File: src/rtl/llsc_pkg.sv
package llsc_pkg;
  typedef enum logic [2:0] {
    OP_PLAIN = 3'd0,
    OP_LINK  = 3'd1,
    OP_HOLD  = 3'd2,
    OP_REL   = 3'd3,
    OP_CLEAR = 3'd4
  } llsc_op_e;
endpackage

File: src/rtl/llsc_resv.sv
// Reservation state: link flag, reserved line tag and expiry countdown.
module llsc_resv #(
  parameter int TAG_W      = 26,
  parameter int CNT_PRESET = 12,
  localparam int CNT_W     = $clog2(CNT_PRESET + 1)
) (
  input  logic             clk,
  input  logic             rst_n,
  input  logic             snp_valid_i,
  input  logic [TAG_W-1:0] snp_tag_i,
  input  logic             irq_i,
  input  logic             set_i,
  input  logic [TAG_W-1:0] tag_i,
  input  logic             drop_i,
  output logic             link_o,
  output logic [TAG_W-1:0] tag_o,
  output logic             live_o
);
  logic             link_q;
  logic [TAG_W-1:0] tag_q;
  logic [CNT_W-1:0] cnt_q;
  logic             brk;

  assign brk    = link_q & ((snp_valid_i & (snp_tag_i == tag_q)) | irq_i);
  assign link_o = link_q & ~brk;
  assign tag_o  = tag_q;
  assign live_o = (cnt_q != '0);

  always_ff @(posedge clk) begin
    if (!rst_n) begin
      link_q <= 1'b0;
      tag_q  <= '0;
      cnt_q  <= '0;
    end else begin
      if (set_i) begin
        link_q <= 1'b1;
        tag_q  <= tag_i;
        cnt_q  <= CNT_W'(CNT_PRESET);
      end else begin
        if (drop_i || brk) link_q <= 1'b0;
        if (cnt_q != '0) cnt_q <= cnt_q - CNT_W'(1);
      end
    end
  end

  a_r3_cnt_step: assert property (@(posedge clk) disable iff (!rst_n)
    (cnt_q != '0 && !set_i) |=> (cnt_q == $past(cnt_q) - CNT_W'(1)));
  a_r3_cnt_floor: assert property (@(posedge clk) disable iff (!rst_n)
    (cnt_q == '0 && !set_i) |=> (cnt_q == '0));
  a_r5_irq_breaks: assert property (@(posedge clk) disable iff (!rst_n)
    (irq_i && !set_i) |=> !link_q);
  a_r4_snoop_breaks: assert property (@(posedge clk) disable iff (!rst_n)
    (snp_valid_i && snp_tag_i == tag_q && !set_i) |=> !link_q);
endmodule

File: src/rtl/llsc_pick.sv
// Lowest-index selector over a word mask.
module llsc_pick #(
  parameter int N  = 16,
  localparam int IW = $clog2(N)
) (
  input  logic [N-1:0]  mask_i,
  output logic [IW-1:0] idx_o,
  output logic          any_o
);
  always_comb begin
    idx_o = '0;
    for (int i = N - 1; i >= 0; i--) begin
      if (mask_i[i]) idx_o = IW'(i);
    end
  end
  assign any_o = |mask_i;
endmodule

File: src/rtl/llsc_holdbuf.sv
// Private line buffer: parks held words, then drains them in index order.
module llsc_holdbuf #(
  parameter int WORDS = 16,
  parameter int DW    = 32,
  localparam int IW   = $clog2(WORDS)
) (
  input  logic          clk,
  input  logic          rst_n,
  input  logic          clr_i,
  input  logic          wr_i,
  input  logic          rel_i,
  input  logic [IW-1:0] idx_i,
  input  logic [DW-1:0] data_i,
  input  logic          cm_ready_i,
  output logic          drain_o,
  output logic [IW-1:0] out_idx_o,
  output logic [DW-1:0] out_data_o
);
  logic [WORDS-1:0] vmask_q;
  logic [WORDS-1:0] rest;
  logic [WORDS-1:0] we;
  logic [DW-1:0]    data_q [WORDS];
  logic             drain_q;
  logic [IW-1:0]    pick_idx;
  logic             unused_any;

  llsc_pick #(.N(WORDS)) u_pick (
    .mask_i (vmask_q),
    .idx_o  (pick_idx),
    .any_o  (unused_any)
  );

  for (genvar g = 0; g < WORDS; g++) begin : g_we
    assign we[g] = (wr_i | rel_i) && (idx_i == IW'(g));
  end

  always_comb begin
    rest           = vmask_q;
    rest[pick_idx] = 1'b0;
  end

  always_ff @(posedge clk) begin
    for (int k = 0; k < WORDS; k++) begin
      if (we[k]) data_q[k] <= data_i;
    end
  end

  always_ff @(posedge clk) begin
    if (!rst_n) begin
      vmask_q <= '0;
      drain_q <= 1'b0;
    end else begin
      if (clr_i) vmask_q <= '0;
      else if (wr_i || rel_i) vmask_q[idx_i] <= 1'b1;
      else if (drain_q && cm_ready_i) vmask_q <= rest;
      if (rel_i) drain_q <= 1'b1;
      else if (drain_q && cm_ready_i && rest == '0) drain_q <= 1'b0;
    end
  end

  assign drain_o    = drain_q;
  assign out_idx_o  = pick_idx;
  assign out_data_o = data_q[pick_idx];

  a_r11_hold_stable: assert property (@(posedge clk) disable iff (!rst_n)
    (drain_q && !cm_ready_i) |=> (drain_q && $stable(pick_idx) && $stable(out_data_o)));
  a_r9_drain_ascends: assert property (@(posedge clk) disable iff (!rst_n)
    (drain_q && cm_ready_i && rest != '0) |=> (pick_idx > $past(pick_idx)));
endmodule

File: src/rtl/llsc_monitor.sv
module llsc_monitor
  import llsc_pkg::*;
#(
  parameter int AW         = 32,
  parameter int DW         = 32,
  parameter int LINE_BYTES = 64,
  parameter int CNT_PRESET = 12
) (
  input  logic          clk,
  input  logic          rst_n,
  input  logic          req_valid,
  output logic          req_ready,
  input  logic [2:0]    req_op,
  input  logic [AW-1:0] req_addr,
  input  logic [DW-1:0] req_wdata,
  output logic          rsp_valid,
  output logic          rsp_ok,
  input  logic          snp_valid,
  input  logic [AW-1:0] snp_addr,
  input  logic          irq_taken,
  output logic          cm_valid,
  input  logic          cm_ready,
  output logic [AW-1:0] cm_addr,
  output logic [DW-1:0] cm_data
);
  localparam int WB     = DW / 8;
  localparam int WORDS  = LINE_BYTES / WB;
  localparam int OFF_W  = $clog2(LINE_BYTES);
  localparam int BYTE_W = $clog2(WB);
  localparam int IDX_W  = $clog2(WORDS);
  localparam int TAG_W  = AW - OFF_W;

  llsc_op_e         op;
  logic             acc, is_sc, same, sc_ok, keep;
  logic             link, live;
  logic [TAG_W-1:0] tag, req_tag, snp_tag;
  logic [IDX_W-1:0] req_idx, out_idx;
  logic             set, drop, clr, wr, rel;
  logic             unused_lo;

  assign op        = llsc_op_e'(req_op);
  assign req_tag   = req_addr[AW-1:OFF_W];
  assign req_idx   = req_addr[OFF_W-1:BYTE_W];
  assign snp_tag   = snp_addr[AW-1:OFF_W];
  assign unused_lo = ^{req_addr[BYTE_W-1:0], snp_addr[OFF_W-1:0]};

  assign acc   = req_valid & req_ready;
  assign is_sc = (op == OP_HOLD) || (op == OP_REL);
  assign same  = (req_tag == tag);
  assign keep  = link & same;
  assign sc_ok = link & live & same;

  assign set  = acc && (op == OP_LINK) && !keep;
  assign drop = acc && ((op == OP_CLEAR) || (op == OP_REL) || (is_sc && !sc_ok));
  assign clr  = acc && (((op == OP_LINK) && !keep) || (op == OP_CLEAR) || (is_sc && !sc_ok));
  assign wr   = acc && (op == OP_HOLD) && sc_ok;
  assign rel  = acc && (op == OP_REL) && sc_ok;

  llsc_resv #(.TAG_W(TAG_W), .CNT_PRESET(CNT_PRESET)) u_resv (
    .clk         (clk),
    .rst_n       (rst_n),
    .snp_valid_i (snp_valid),
    .snp_tag_i   (snp_tag),
    .irq_i       (irq_taken),
    .set_i       (set),
    .tag_i       (req_tag),
    .drop_i      (drop),
    .link_o      (link),
    .tag_o       (tag),
    .live_o      (live)
  );

  llsc_holdbuf #(.WORDS(WORDS), .DW(DW)) u_hold (
    .clk        (clk),
    .rst_n      (rst_n),
    .clr_i      (clr),
    .wr_i       (wr),
    .rel_i      (rel),
    .idx_i      (req_idx),
    .data_i     (req_wdata),
    .cm_ready_i (cm_ready),
    .drain_o    (cm_valid),
    .out_idx_o  (out_idx),
    .out_data_o (cm_data)
  );

  assign cm_addr   = {tag, out_idx, {BYTE_W{1'b0}}};
  assign req_ready = ~cm_valid;

  always_ff @(posedge clk) begin
    if (!rst_n) begin
      rsp_valid <= 1'b0;
      rsp_ok    <= 1'b0;
    end else begin
      rsp_valid <= acc & is_sc;
      rsp_ok    <= acc & is_sc & sc_ok;
    end
  end

  a_r6_fail_silent: assert property (@(posedge clk) disable iff (!rst_n)
    (rsp_valid && !rsp_ok) |-> !cm_valid);
  a_r11_busy_blocks: assert property (@(posedge clk) disable iff (!rst_n)
    cm_valid |-> !req_ready);
  a_r9_release_drains: assert property (@(posedge clk) disable iff (!rst_n)
    (rsp_valid && rsp_ok && $past(req_op) == 3'd3) |-> cm_valid);
  a_r13_plain_silent: assert property (@(posedge clk) disable iff (!rst_n)
    (acc && op == OP_PLAIN) |=> !rsp_valid);
  a_r8_hold_no_emit: assert property (@(posedge clk) disable iff (!rst_n)
    (acc && op == OP_HOLD) |=> !cm_valid);
endmodule

File: config.mk
export PLATFORM = sky130hd
export DESIGN_NAME = llsc_monitor
export DESIGN_NICKNAME = d
export VERILOG_FILES = /design/src/rtl/llsc_pkg.sv /design/src/rtl/llsc_resv.sv /design/src/rtl/llsc_pick.sv /design/src/rtl/llsc_holdbuf.sv /design/src/rtl/llsc_monitor.sv
export SDC_FILE = /design/constraint.sdc
export NUM_CORES = 1
export LEC_CHECK = 0
export BUFFER_PORTS_ARGS = -buffer_cell sky130_fd_sc_hd__clkbuf_2
export CORE_UTILIZATION = 40
export CTS_CLUSTER_SIZE = 25
export DETAILED_ROUTE_END_ITERATION = 6
export PLACE_DENSITY_LB_ADDON = 0.12
export SYNTH_ARGS = -nofsm -noshare
export SYNTH_HDL_FRONTEND = slang
export SYNTH_SLANG_ARGS = --single-unit
File: constraint.sdc
create_clock -name clk -period 8.7 [get_ports clk]
set_input_delay 0.87 -clock clk [delete_from_list [all_inputs] [get_ports clk]]
set_output_delay 0.87 -clock clk [all_outputs]
set_load 0.05 [all_outputs]
==> reports/qor.yml, run 1 <==
status: "finished clean"
cap_violations: 0
drcViolationCount: 0
clk_pin_slew_ns: 0.06
arrival_ns: 4.72
cts_setup_buffers: 0
fin_crit_sh_pct: 64.26
grt_pass1_vias: 13750
cts-resized-gates: 0
wl_per_cell_um: 23.42
required_ns: 7.83
synth_warnings: 0
placed_area_um2: 24270
ys_async_sr_fraction_pct: 0
drtPass1Iterations: 5
cts_tree: "yes"
power.density_nw_per_um2: 213.4
finalWirelength_um: 60460
slew_headroom_pct: 13.61
rows: 86
cp_max_fo: 57
clock-root-buffer: "clkbuf_16"
hpwl_um: 30250
place.gp.congestion: 0.8171
ioPinCount: 173
cts_buffer_depth: 3
start_util_pct: 40.72
final_area_um2: 26190
grtUsageMet2_pct: 34.55
dieArea_um2: 57370
dr.first_iter.drc_count: 1128
h-tree-depth: 2
port_buffers: 162
synth.distinct_cells: 69
die_h_um: 239.5
track_usage_pct: 21.17
min_path_type: "flop to flop"
rsz0062_at_grt: "false"
end_kind: "output pin"
met1_usage_pct: 30.14
drtAntennaViolNets: 0
grt_max_degree: 72
startpoint_type: "flop"
n_antenna_cell: 0
irDropWorstVdd_v: 0.0001486
worst_slew_pin_slew_ns: 1.296
p_leak_uw: 0.008674
grt.busiest_layer: "met2"
nets: 1889
max_freq_ghz: 0.1789
min_period_ns: 5.590
die_w_um: 239.5
core_area_um2: 55420
yosys.area.top_type: "edfxtp_1"
clk_latency_ns: 0.63
syn_inst: 1630
yosysTopAreaCellShare_pct: 68.13
use_met3_pct: 2.512
finalSetupViolCount: 0
skew_ns: 0.03275
hold_viol: 0
syn_to_final_growth_pct: 16.04
clock_sinks: 562
synth_common_cells: "edfxtp_1, nand2_1, a21oi_1"
syn_area_um2: 22570
synth_edf_count: 512
antenna_found_initial: 2
placed_cells_incl_taps: 2470
drv_slew: 0
syn_area_per_cell_um2: 13.85
drive_above_1_share_pct: 17.40
ys_ff_latch: 562
crit_type: "flop to output pin"
drt-vias-per-instance: 5.474
fin_cells: 2581
vias: 14130
post-synth-top-count-cell: "edfxtp_1"
fin_tns_setup_ns: 0
hold_buffers: 0
ys_seq_area_share_pct: 72.56
synthFlopType: "edfxtp_1"
synth.area.top_cells: "edfxtp_1, nand2_1, dfxtp_1, a22o_1, a21oi_1"
cts_made_buffers: 59
grt_pass1_wl_um: 89640
grt-ovfl-total: 0
[per-stage QoR]
step                util, %  hold WS, ns  total power, uW  setup WS [ns]
finish                47.26       0.4933             5588          3.110
global route          47.26       0.5153             5758          2.807
CTS                   47.26       0.4908             5637          3.074
detailed placement    43.80       0.4824             3158          3.749
global placement      43.80       0.4811             3153          3.768
floorplan                 -       0.4714             3091          3.977
[flip-flops by register name, indices dropped and copies added, names as in the netlist]
name and cells:
rsp_ok 1, rsp_valid 1, u_hold.data_q 512, u_hold.drain_o 1, u_hold.vmask_q 16, u_resv.cnt_q 4, u_resv.link_q 1, u_resv.tag_o 26
[logic make-up (layout without fill, tap and decap cells)]
group,count (synthesis),after routing,synth area share (%)
other,1,2,0.01662
adder cells (fa/ha/maj),1,1,0.05543
buffers and inverters,118,320,2.390
flip-flops,562,562,72.56
XOR/XNOR,53,53,2.057
multiplexers,29,29,1.286
AO/OA/AOI/OAI,455,455,13.85
AND/OR/NAND/NOR,411,411,7.784
[layout by cell type (no fill, tap or decap), types with 32 or more instances in the layout]
cell type / Yosys / layout
a21oi_1: 137 / 137
clkbuf_2: 0 / 162
nor2_1: 67 / 52
buf_4: 7 / 32
a22o_1: 94 / 94
dfxtp_1: 50 / 50
clkbuf_16: 0 / 60
a221oi_1: 32 / 32
o21ai_1: 42 / 42
nand2_1: 270 / 270
edfxtp_1: 512 / 512
o21ai_0: 48 / 48
xnor2_1: 42 / 42
[routing by layer]
layer | part of all wire (%) | vias to the layer above
met5 | 0.023 | -
met2 | 48 | 378
li1 | - | 6538
met3 | 4.8 | 77
met4 | 1.6 | 2
met1 | 46 | 7134
[final timing paths]
kind                               endpoint  slack (ns)  cells past startpoint                      startpoint
max                             cm_data[15]        3.11                      9  u_hold.vmask_q[5]$_SDFFE_PP0P_
min            u_resv.cnt_q[1]$_SDFFE_PP0P_        0.49                      2    u_resv.cnt_q[1]$_SDFFE_PP0P_
max reg2reg  u_hold.data_q[2][28]$_DFFE_PP_        4.91                      7   u_resv.tag_o[19]$_SDFFE_PN0P_
min reg2reg    u_resv.cnt_q[1]$_SDFFE_PP0P_        0.49                      2    u_resv.cnt_q[1]$_SDFFE_PP0P_
[final cells by class]
type | instances | area (um2)
Fill cell | 4868 | 29230
Sequential cell | 562 | 16380
Multi-Input combinational cell | 951 | 5856
Clock buffer | 76 | 1562
Timing Repair Buffer | 194 | 1051
Tap cell | 748 | 935.9
Clock inverter | 35 | 352.8
Inverter | 15 | 56.30
[critical path, stage by stage, from the launching register on]
cell and delay [ns]:
dfxtp_1 0.62, nand2b_1 0.28, a31oi_1 0.19, a31oi_4 1.03, buf_4 0.78, nand2_1 0.13, a21oi_1 0.19, a221oi_1 0.08
o2111ai_1 0.42, clkbuf_2 0.35
[report_power, final]
group	internal, uW	total [uW]	switching (uW)
clock network	1440	2490	1040
registers	2950	2960	8.02
logic	49.4	141	91.4
Note: power is estimated with default switching activity, not from simulation.
==> run 2: changes to the inputs <==
--- a/config.mk
+++ b/config.mk
@@ -5,6 +5,7 @@
 export SDC_FILE = /design/constraint.sdc
 export NUM_CORES = 1
 export LEC_CHECK = 0
+export ABC_AREA = 1
 export BUFFER_PORTS_ARGS = -buffer_cell sky130_fd_sc_hd__clkbuf_2
 export CORE_UTILIZATION = 40
 export CTS_CLUSTER_SIZE = 25
==> constraint.sdc (replaced) <==
create_clock -name clk -period 4.65 [get_ports clk]
set_input_delay 0.465 -clock clk [delete_from_list [all_inputs] [get_ports clk]]
set_output_delay 0.465 -clock clk [all_outputs]
set_load 0.05 [all_outputs]
==> reports/qor.yml, run 2 <==
track_usage_pct: 21.61
crit_chain: "nor2_1, o21ai_0, nand3_1, nand3_1, nand3_1, nand2_1, nand2_1, nand2_2, inv_4, buf_4, nand3_1, nand2_1, nand3b_1, nand2_1, nand4_1, clkbuf_2"
n_fill_cell: 5285
min_path_type: "primary input to flop"
port_buffers: 162
synth_mux_area_share_pct: 0
max_freq_ghz: 0.2384
worst_slew_pin_slew_ns: 0.8680
required_ns: 4.18
fin_tns_setup_ns: 0
status: "finished clean"
cts_buffer_depth: 3
die_h_um: 242.6
multiInputGateArea_um2: 6067
grt_max_degree: 132
drcViolationCount: 0
grt-ovfl-total: 0
synthFlopType: "edfxtp_1"
synth.area.top_cells: "edfxtp_1, nand2_1, dfxtp_1, nand3_1, nand3b_1"
die_w_um: 242.6
worst_r2r_path_depth: 10
reg2reg_to: "u_hold.data_q[2][19]$_DFFE_PP_"
syn_area_per_cell_um2: 11.43
clk_pin_slew_ns: 0.06
worst_path_max_delay_cell: "inv_4"
grt_pass1_vias: 15060
clock-root-buffer: "clkbuf_16"
syn_inst: 2026
antenna_found_initial: 3
wl_per_cell_um: 21.24
cts_setup_buffers: 0
fin_total_pwr_uw: 10460
post-synth-top-count-cell: "nand2_1"
clk_latency_ns: 0.63
min_path_cells: 3
cap_violations: 0
power.density_nw_per_um2: 389.3
nets: 2303
seq_area_um2: 16380
start_util_pct: 40.75
syn_to_final_growth_pct: 16.03
clock_sinks: 562
mostFrequentLayoutCells: "nand2_1, edfxtp_1, clkbuf_2, nand3_1, nand3b_1"
hold_ws_ns: 0.1133
synth_common_cells: "nand2_1, edfxtp_1, nand3_1"
synth_top_family_by_area: "simple AND/OR/NAND/NOR gates"
min-delay-start: "req_op[0]"
grt_pass1_wl_um: 95220
yosysTopAreaCellShare_pct: 66.40
drtAntennaViolNets: 0
irDropWorstVdd_v: 0.0003012
yosys.area.top_type: "edfxtp_1"
cp_max_fo: 43
max_stage_delay_ns: 0.54
dieArea_um2: 58860
synth.distinct_cells: 43
regMostFlops: "u_hold.data_q"
reg2reg_from: "u_resv.tag_o[2]$_SDFFE_PN0P_"
rsz0062_at_grt: "false"
hold_buffers: 0
synthXorXnorAreaFrac_pct: 1.059
hold_viol: 0
ys_async_sr_fraction_pct: 0
drive_above_1_share_pct: 14.11
h-tree-depth: 2
hpwl_um: 34410
mostFrequentLayoutCell: "nand2_1"
ioPinCount: 173
ys_seq_area_share_pct: 70.72
min_to: "u_hold.drain_o$_SDFFE_PN0P_"
drtPass1Iterations: 5
reg2reg_setup_slack_ns: 1.28
vias: 15630
dr.first_iter.drc_count: 1231
startpoint_type: "flop"
fin_crit_sh_pct: 90.20
syn_area_um2: 23160
cts-resized-gates: 0
drt-vias-per-instance: 5.204
finalWirelength_um: 63780
place.gp.congestion: 0.9118
synth_edf_count: 512
p_leak_uw: 0.009947
end_kind: "output pin"
min_period_ns: 4.194
drv_slew: 0
synth_compound_area_share_pct: 2.248
rows: 87
cts_made_buffers: 60
core_area_um2: 56820
largest_register_ffs: 512
ys_ff_latch: 562
crit_type: "flop to output pin"
slew_headroom_pct: 42.05
finalSetupViolCount: 0
synthAdderAreaFrac_pct: 0.05403
yosys.area_share.simple_pct: 22.35
cts_tree: "yes"
skew_ns: 0.01511
arrival_ns: 3.73
synth_warnings: 0
## run 2: stage by stage
stage	std cells	utilization [%]	area (um2)	worst slack, ns
6_report	3003	47.29	26870	0.4556
3_3_place_gp	2891	43.94	24970	1.060
3_5_place_dp	2891	43.94	24970	1.080
4_1_cts	3002	47.28	26870	0.4196
2_1_floorplan	2027	-	23160	0.2593
5_1_grt	3002	47.28	26870	0.2142
## run 2: cell type report
type	instances	area share [%]
repair buffers	201	4.620
diodes	1	0.009314
well taps	756	3.521
clock inverters	33	1.183
clock buffers	78	5.877
inverters	89	1.262
multi-input cells	1283	22.58
flip-flops and latches	562	60.95
## run 2: routing by layer
layer / vias up / routed length [um] / track usage [%]
met3: 88 / 3211 / 2.952
met2: 426 / 30430 / 35.50
met4: 4 / 1415 / 6.178
met1: 7710 / 28700 / 29.96
met5: - / 26 / 0
li1: 7401 / - / -
## run 2: kinds of logic (layout without fill, tap and decap cells)
kind of cell,count (synthesis),after routing
xor gates and xnor gates,28,28
adders and majority gates,1,1
and+or+nand+nor,1159,1159
AOI/OAI and AO/OA,93,93
other,1,3
DFF,562,562
buffers and inverters,182,401
## run 2: critical path, delay by kind of cell (launching register included)
kind | cells | cell delay [ns]
buffers and inverters | 3 | 1.34
AND/OR/NAND/NOR | 12 | 1.29
flip-flops | 1 | 0.33
AO/OA/AOI/OAI | 1 | 0.11
## run 2: worst max-delay path by stage
stage                                               start                             end  slack [ns]
after floorplan              u_resv.tag_o[0]$_SDFFE_PN0P_   u_hold.data_q[7][0]$_DFFE_PP_        0.26
after global placement                       req_addr[10]  u_hold.data_q[2][19]$_DFFE_PP_        1.06
after detailed placement                     req_addr[12]  u_hold.data_q[2][19]$_DFFE_PP_        1.08
after CTS                 u_hold.vmask_q[12]$_SDFFE_PP0P_                     cm_data[16]        0.42
after global routing      u_hold.vmask_q[14]$_SDFFE_PP0P_                     cm_data[14]        0.21
final                     u_hold.vmask_q[12]$_SDFFE_PP0P_                     cm_data[16]        0.46
## run 2: power breakdown
part / total [uW] / internal, uW / switching, uW
Combinational: 301 / 90.6 / 210
Sequential: 5550 / 5530 / 20.3
Clock: 4610 / 2670 / 1950
Total: 10500 / 8280 / 2180
